File: src/rtl/irqr_pkg.sv
package irqr_pkg;
    typedef enum logic [1:0] {
        DST_ARMED = 2'd0,
        DST_PACE  = 2'd1,
        DST_SPENT = 2'd2
    } dst_state_e;

    localparam int ADDR_W = 6;

    localparam logic [ADDR_W-1:0] ADR_STAT_DB  = 6'h00;
    localparam logic [ADDR_W-1:0] ADR_STAT_MQ  = 6'h01;
    localparam logic [ADDR_W-1:0] ADR_STAT_DIO = 6'h02;
    localparam logic [ADDR_W-1:0] ADR_CLR_DB   = 6'h04;
    localparam logic [ADDR_W-1:0] ADR_CLR_MQ   = 6'h05;
    localparam logic [ADDR_W-1:0] ADR_CLR_DIO  = 6'h06;
    localparam logic [ADDR_W-1:0] ADR_ROUTE    = 6'h08;
    localparam logic [ADDR_W-1:0] ADR_RATE     = 6'h10;
    localparam logic [ADDR_W-1:0] ADR_DECODE   = 6'h18;

    localparam int N_GRP = 3;
endpackage

File: src/rtl/irqr_status_bank.sv
module irqr_status_bank #(
    parameter int W = 16
) (
    input  logic         clk,
    input  logic         rst_n,
    input  logic [W-1:0] set_i,
    input  logic [W-1:0] clr_i,
    output logic [W-1:0] status_o
);
    logic [W-1:0] status_q;

    always_ff @(posedge clk) begin
        if (!rst_n) status_q <= '0;
        else        status_q <= (status_q & ~clr_i) | set_i;
    end

    assign status_o = status_q;

    // a strobed bit is set in the next cycle even if cleared at the same time
    a_r4_set_wins: assert property (@(posedge clk) disable iff (!rst_n)
        (|set_i) |=> ((status_q & $past(set_i)) == $past(set_i)));

    // a clear with no coincident set drops the bit
    a_r3_clear_drops: assert property (@(posedge clk) disable iff (!rst_n)
        (|(clr_i & ~set_i)) |=> ((status_q & $past(clr_i & ~set_i)) == '0));
endmodule

File: src/rtl/irqr_router.sv
module irqr_router
    import irqr_pkg::*;
#(
    parameter int N_DB   = 16,
    parameter int N_MQ   = 8,
    parameter int N_DIO  = 8,
    parameter int N_DEST = 4,
    parameter int DW     = 32
) (
    input  logic                                 clk,
    input  logic                                 rst_n,
    input  logic [((N_DB+N_MQ+N_DIO)+(DW/$clog2(N_DEST))-1)/(DW/$clog2(N_DEST))-1:0] route_we_i,
    input  logic [DW-1:0]                        wdata_i,
    input  logic [N_DB+N_MQ+N_DIO-1:0]           status_i,
    output logic [((N_DB+N_MQ+N_DIO)+(DW/$clog2(N_DEST))-1)/(DW/$clog2(N_DEST))-1:0][DW-1:0] route_rd_o,
    output logic [N_DEST-1:0][N_GRP-1:0]         pend_o
);
    localparam int N_COND = N_DB + N_MQ + N_DIO;
    localparam int DEST_W = $clog2(N_DEST);
    localparam int SLOTS  = DW / DEST_W;

    logic [N_COND-1:0][DEST_W-1:0] route_q;

    for (genvar c = 0; c < N_COND; c++) begin : g_route
        localparam int RI = c / SLOTS;
        localparam int SI = c % SLOTS;
        always_ff @(posedge clk) begin
            if (!rst_n)               route_q[c] <= '0;
            else if (route_we_i[RI])  route_q[c] <= wdata_i[SI*DEST_W +: DEST_W];
        end
    end

    always_comb begin
        route_rd_o = '0;
        for (int c = 0; c < N_COND; c++) begin
            route_rd_o[c/SLOTS][(c%SLOTS)*DEST_W +: DEST_W] = route_q[c];
        end
    end

    always_comb begin
        pend_o = '0;
        for (int d = 0; d < N_DEST; d++) begin
            for (int c = 0; c < N_COND; c++) begin
                if (status_i[c] && (route_q[c] == DEST_W'(d))) begin
                    if (c < N_DB)             pend_o[d][0] = 1'b1;
                    else if (c < N_DB + N_MQ) pend_o[d][1] = 1'b1;
                    else                      pend_o[d][2] = 1'b1;
                end
            end
        end
    end
endmodule

File: src/rtl/irqr_pacer.sv
module irqr_pacer
    import irqr_pkg::*;
#(
    parameter int CNT_W = 16
) (
    input  logic             clk,
    input  logic             rst_n,
    input  logic             load_i,
    input  logic [CNT_W-1:0] load_val_i,
    input  logic             pend_any_i,
    output logic             irq_o
);
    dst_state_e       state_q, state_n;
    logic [CNT_W-1:0] cnt_q, cnt_n;
    logic             fire, irq_q;

    always_ff @(posedge clk) begin
        if (!rst_n) begin
            state_q <= DST_ARMED;
            cnt_q   <= '0;
        end else begin
            state_q <= state_n;
            cnt_q   <= cnt_n;
        end
    end

    always_comb begin
        state_n = state_q;
        cnt_n   = cnt_q;
        fire    = 1'b0;
        if (load_i) begin
            cnt_n   = load_val_i;
            state_n = (load_val_i == '0) ? DST_ARMED : DST_PACE;
        end else begin
            unique case (state_q)
                DST_ARMED: begin
                    if (pend_any_i) begin
                        fire    = 1'b1;
                        state_n = DST_SPENT;
                    end
                end
                DST_PACE: begin
                    cnt_n = cnt_q - 1'b1;
                    if (cnt_q == CNT_W'(1)) state_n = DST_ARMED;
                end
                DST_SPENT: state_n = DST_SPENT;
                default:   state_n = DST_ARMED;
            endcase
        end
    end

    always_ff @(posedge clk) begin
        if (!rst_n) irq_q <= 1'b0;
        else        irq_q <= fire;
    end

    assign irq_o = irq_q;

    // pulse is a single cycle
    a_r7_one_cycle: assert property (@(posedge clk) disable iff (!rst_n)
        irq_q |=> !irq_q);

    // a pulse always follows a pending routed condition
    a_r6_needs_pending: assert property (@(posedge clk) disable iff (!rst_n)
        irq_q |-> $past(pend_any_i));

    // no pulse while the pacing counter runs
    a_r8_counting_blocks: assert property (@(posedge clk) disable iff (!rst_n)
        (state_q == DST_PACE) |=> !irq_q);

    // a disarmed output stays quiet
    a_r7_spent_quiet: assert property (@(posedge clk) disable iff (!rst_n)
        (state_q == DST_SPENT) |=> !irq_q);
endmodule

File: src/rtl/irq_route_pace.sv
module irq_route_pace
    import irqr_pkg::*;
#(
    parameter int N_DB   = 16,
    parameter int N_MQ   = 8,
    parameter int N_DIO  = 8,
    parameter int N_DEST = 4,
    parameter int CNT_W  = 16
) (
    input  logic              clk,
    input  logic              rst_n,
    input  logic [N_DB-1:0]   db_evt_i,
    input  logic [N_MQ-1:0]   mq_evt_i,
    input  logic [N_DIO-1:0]  dio_evt_i,
    input  logic              bus_we_i,
    input  logic [5:0]        bus_addr_i,
    input  logic [31:0]       bus_wdata_i,
    output logic [31:0]       bus_rdata_o,
    output logic [N_DEST-1:0] irq_o
);
    localparam int DW     = 32;
    localparam int N_COND = N_DB + N_MQ + N_DIO;
    localparam int DEST_W = $clog2(N_DEST);
    localparam int SLOTS  = DW / DEST_W;
    localparam int N_RREG = (N_COND + SLOTS - 1) / SLOTS;

    logic [N_DB-1:0]  db_stat, db_clr;
    logic [N_MQ-1:0]  mq_stat, mq_clr;
    logic [N_DIO-1:0] dio_stat, dio_clr;

    assign db_clr  = (bus_we_i && bus_addr_i == ADR_CLR_DB)  ? bus_wdata_i[N_DB-1:0]  : '0;
    assign mq_clr  = (bus_we_i && bus_addr_i == ADR_CLR_MQ)  ? bus_wdata_i[N_MQ-1:0]  : '0;
    assign dio_clr = (bus_we_i && bus_addr_i == ADR_CLR_DIO) ? bus_wdata_i[N_DIO-1:0] : '0;

    irqr_status_bank #(.W(N_DB)) u_db (
        .clk(clk), .rst_n(rst_n), .set_i(db_evt_i), .clr_i(db_clr), .status_o(db_stat));
    irqr_status_bank #(.W(N_MQ)) u_mq (
        .clk(clk), .rst_n(rst_n), .set_i(mq_evt_i), .clr_i(mq_clr), .status_o(mq_stat));
    irqr_status_bank #(.W(N_DIO)) u_dio (
        .clk(clk), .rst_n(rst_n), .set_i(dio_evt_i), .clr_i(dio_clr), .status_o(dio_stat));

    logic [N_RREG-1:0]           route_we;
    logic [N_RREG-1:0][DW-1:0]   route_rd;
    logic [N_DEST-1:0][N_GRP-1:0] pend;

    for (genvar r = 0; r < N_RREG; r++) begin : g_rwe
        assign route_we[r] = bus_we_i && (bus_addr_i == ADR_ROUTE + 6'(r));
    end

    irqr_router #(
        .N_DB(N_DB), .N_MQ(N_MQ), .N_DIO(N_DIO), .N_DEST(N_DEST), .DW(DW)
    ) u_router (
        .clk(clk), .rst_n(rst_n), .route_we_i(route_we), .wdata_i(bus_wdata_i),
        .status_i({dio_stat, mq_stat, db_stat}), .route_rd_o(route_rd), .pend_o(pend));

    for (genvar d = 0; d < N_DEST; d++) begin : g_dest
        logic load;
        assign load = bus_we_i && (bus_addr_i == ADR_RATE + 6'(d));
        irqr_pacer #(.CNT_W(CNT_W)) u_pacer (
            .clk(clk), .rst_n(rst_n), .load_i(load),
            .load_val_i(bus_wdata_i[CNT_W-1:0]),
            .pend_any_i(|pend[d]), .irq_o(irq_o[d]));
    end

    always_comb begin
        bus_rdata_o = '0;
        if (bus_addr_i == ADR_STAT_DB)       bus_rdata_o[N_DB-1:0]  = db_stat;
        else if (bus_addr_i == ADR_STAT_MQ)  bus_rdata_o[N_MQ-1:0]  = mq_stat;
        else if (bus_addr_i == ADR_STAT_DIO) bus_rdata_o[N_DIO-1:0] = dio_stat;
        else begin
            for (int r = 0; r < N_RREG; r++)
                if (bus_addr_i == ADR_ROUTE + 6'(r)) bus_rdata_o = route_rd[r];
            for (int d = 0; d < N_DEST; d++)
                if (bus_addr_i == ADR_DECODE + 6'(d)) bus_rdata_o[N_GRP-1:0] = pend[d];
        end
    end
endmodule

File: config.mk
export PLATFORM = sky130hd
export DESIGN_NAME = irq_route_pace
export DESIGN_NICKNAME = d
export VERILOG_FILES = /design/src/rtl/irqr_pkg.sv /design/src/rtl/irqr_status_bank.sv /design/src/rtl/irqr_router.sv /design/src/rtl/irqr_pacer.sv /design/src/rtl/irq_route_pace.sv
export SDC_FILE = /design/constraint.sdc
export NUM_CORES = 1
export LEC_CHECK = 0
export ABC_CLOCK_PERIOD_IN_PS = 2500
export BUFFER_PORTS_ARGS = -buffer_cell sky130_fd_sc_hd__buf_2
export CAP_MARGIN = 40
export CELL_PAD_IN_SITES_DETAIL_PLACEMENT = 1
export CELL_PAD_IN_SITES_GLOBAL_PLACEMENT = 2
export CORE_MARGIN = 5
export CORE_UTILIZATION = 37
export CTS_BUF_LIST = sky130_fd_sc_hd__clkbuf_4 sky130_fd_sc_hd__clkbuf_8
export CTS_CLUSTER_DIAMETER = 40
export DETAILED_ROUTE_END_ITERATION = 16
export GPL_TIMING_DRIVEN = 0
export PLACE_DENSITY_LB_ADDON = 0.1
export SYNTH_ARGS = -nofsm -noshare
export SYNTH_HDL_FRONTEND = slang
export SYNTH_HIERARCHICAL = 1
export SYNTH_SLANG_ARGS = --single-unit
File: constraint.sdc
create_clock -name clk -period 2.5 [get_ports clk]
set_input_delay 0.125 -clock clk [delete_from_list [all_inputs] [get_ports clk]]
set_output_delay 0.125 -clock clk [all_outputs]
set_load 0.03 [all_outputs]
==> flow_summary.toml <==
[run_status]
outcome = "finished with violations"
violations = "setup timing"

[global_routing]
grt_max_degree = 17
grt_pass1_wl_um = 62820
grtUsageTotal_pct = 26.91
antenna_found_initial = 0
grt_overflow = 0
grt_pass1_vias = 10086

[synthesis]
synth_top_area_share_pct = 34.56
synthCells = 1159
yosys.area.top_type = "dfxtp_1"
yosysUniqueCellTypes = 56
yosys_register_bits = 172
yosysWarnings = 6
synth_edf_count = 0
syn_area_um2 = 9963
synth.net_count = 1240
synthArstFlopShare_pct = 0
syn_avg_cell_area_um2 = 8.596
synth_area_leaders = "dfxtp_1 35%, mux2i_1 7.0%, nor2b_1 5.9%"
ys.flop_type = "dfxtp_1"
ys_seq_area_share_pct = 34.56

[pwr]
power_leakage_uw = 0.004888
p_per_area_nw_per_um2 = 470.0
vdd_drop_max_v = 0.0002633

[cells_and_area]
diodes = 0
stdcell_area_um2 = 12560
areaGrowthSynthToFinish_pct = 26.10
fin_cells = 1738
utilization_pct = 47.01
final_nets = 1465
drive_gt1_share_pct = 24.12

[clock_tree]
cts_tree = "built"
cts_sinks = 172
cts_buffers = 17
clock_latency_ns = 0.49
clk_pin_slew_ns = 0.12
clockRootBuffer = "clkbuf_8"
h-tree-depth = 4
clockBufferDepth = 2

[timing]
finalWorstSetupSlack_ns = -0.3380
maxSlewHeadroom_pct = 45.17
slew_viol_final = 0
period_share_pct = 113.5
setup_violations = 3
finalSetupTns_ns = -0.3783
hold_viol = 0
tightest_slew_ns = 0.8180
timing.fmax_mhz = 352.4
rsz0062_at_grt = "true"
fin_crit_ns = 2.838
skew_ns = 0.02660

[worst_setup_path]
critPathSlowestCell = "mux4_2"
start_kind = "flop"
path_cells = "nor3b_4, nor4_2, nand4_1, mux4_2, nor2b_1, o21ai_1, o211ai_1, buf_4"
worstSetupEndpointType = "output pin"
slowest_delay_ns = 0.50
cp_data_required_time_ns = 2.38
path_class = "reg2out"
critPathMaxFanout = 2
critPathArrivalTime_ns = 2.71

[routing]
drc_errors = 0
drt_first_pass_iters = 6
wl_per_cell_um = 23.96
drt_iter0_drc = 663
vias_per_cell = 5.754
num_vias = 10001
wl_um = 41640
drtAntennaViolNets = 0

[die]
pin_count = 109
die_x_um = 174.1
fp.dieH_um = 174.1
initial_utilization_pct = 37.28
die-area_um2 = 30310
rows = 60
core_area_um2 = 26730

[run]
drv_cap = 0

[placement]
portBuffers = 107
placed_cell_area_um2 = 10930
place_hpwl_um = 28070
placedCellCount = 1608
gp_congestion = 0.8677

[min_path]
min_path_type = "in2reg"
-- area by class of cell --
class / instances / area (µm²)
clock inverters: 12 / 177.7
well taps: 341 / 426.7
repair buffers: 206 / 1471
flip-flops and latches: 172 / 3616
multi-input cells: 915 / 6277
inverters: 16 / 60.06
fillers: 3143 / 14160
plain buffers: 56 / 271.5
clock buffers: 20 / 262.8
-- stage by stage --
stage | setup WS [ns] | total power, µW | hold slack [ns]
6_report | -0.3380 | 5905 | 0.05252
5_1_grt | -0.3928 | 6130 | 0.06815
4_1_cts | -0.3388 | 5942 | 0.04195
3_5_place_dp | -0.1869 | 3546 | 0.3374
3_3_place_gp | -0.3718 | 3539 | 0.3328
2_1_floorplan | 0.5071 | 3249 | 0.2488
-- per-layer routing --
layer / GRT usage (%) / vias up / wire length [µm]
met5: 0 / - / 0
met4: 5.609 / 0 / 585
met3: 4.893 / 32 / 1976
met2: 42.89 / 239 / 18770
met1: 38.25 / 5042 / 20320
li1: - / 4688 / -
-- timing repair --
item                                    in CTS  in global routing
pin swaps                                   11                 17
hold buffers                                71                  0
endpoints found under the hold margin       64                  0
gates cloned                                 0                  0
resized for setup                          104                 34
endpoints found under the setup margin       3                  3
buffers inserted                            25                  2
-- worst paths after layout --
path / startpoint / to / slack [ns] / cells after the start
worst min register to register: g_dest[0].u_pacer/cnt_q[14] / g_dest[0].u_pacer/cnt_q[14] / 0.51 / 2
worst max register to register: u_db/status_o[0] / g_dest[3].u_pacer/irq_o / 0.25 / 6
worst max-delay path: u_db/status_o[8] / bus_rdata_o[0] / -0.34 / 8
worst min-delay path: rst_n / g_dest[0].u_pacer/cnt_q[4] / 0.05 / 3
-- Yosys cell counts (4+ instances only) --
| cell type | n |
|---|---|
| or4_4 | 6 |
| nand3_1 | 30 |
| nand4_1 | 20 |
| nand3b_1 | 26 |
| o22ai_1 | 18 |
| nor2b_4 | 16 |
| a21boi_0 | 5 |
| o211a_1 | 15 |
| a22o_1 | 16 |
| mux2i_1 | 70 |
| nor2_1 | 41 |
| nand2b_1 | 13 |
| and3_1 | 12 |
| or3_1 | 10 |
| nor3b_1 | 33 |
| xnor2_1 | 31 |
| nor2b_1 | 94 |
| xor2_1 | 16 |
| dfxtp_1 | 172 |
| buf_2 | 21 |
| nor4b_1 | 8 |
| nor4_1 | 48 |
| ha_1 | 8 |
| a2bb2oi_1 | 4 |
| or4b_2 | 4 |
| a22oi_1 | 13 |
| nor3_1 | 23 |
| o21a_1 | 32 |
| o211ai_1 | 5 |
| o31ai_1 | 8 |
| a21oi_1 | 44 |
| a31oi_1 | 20 |
| and2_1 | 37 |
| clkbuf_1 | 27 |
| or2_2 | 6 |
| inv_1 | 13 |
| o21ai_0 | 61 |
| or4_1 | 15 |
| nand2_1 | 89 |
-- kinds of logic after synthesis --
logic type	after synthesis	share of synthesized area, %
xor gates and xnor gates	47	4.132
muxes	73	7.598
and+or+nand+nor	539	33.03
buffers and inverters	72	3.328
DFF	172	34.56
adders and majority gates	8	1.005
AOI/OAI and AO/OA	248	16.35
-- layout by cell type (no fill, tap or decap), types with 18 or more instances in the layout --
master         count
nor2b_1           94
nand3_1           30
nor3_1            22
nand3b_1          26
mux2i_1           70
and2_1            37
xnor2_1           31
o21ai_0           59
clkbuf_8          18
nor2_1            41
nand2_1           81
o21a_1            32
dfxtp_4           29
dlygate4sd3_1     71
buf_4             32
buf_2            125
a21oi_1           42
nor3b_1           31
dfxtp_1           92
nor4_1            46
clkbuf_1          27
nand4_1           20
dfxtp_2           51
a31oi_1           20
-- flip-flops by register name, indices dropped and copies added (netlist names) --
name	count
u_mq/status_o	8
u_dio/status_o	8
u_db/status_o	16
u_router/route_rd_o	64
g_dest.u_pacer/state_q	8
g_dest.u_pacer/cnt_q	64
g_dest.u_pacer/irq_o	4
-- worst max-delay path: cells and delay by family, from the launching register on --
kind                   cells  cell delay [ns]
multiplexers               1             0.50
AND/OR/NAND/NOR            4             0.87
flip-flops                 1             0.38
AO/OA/AOI/OAI              2             0.28
buffers and inverters      1             0.21
-- where the power goes --
part           switching, µW  leakage, µW  internal (µW)
sequential              98.3      0.00144           2790
clock                   1200     0.000223           1080
combinational            390      0.00323            352
Power figures use the tool's default switching activity.
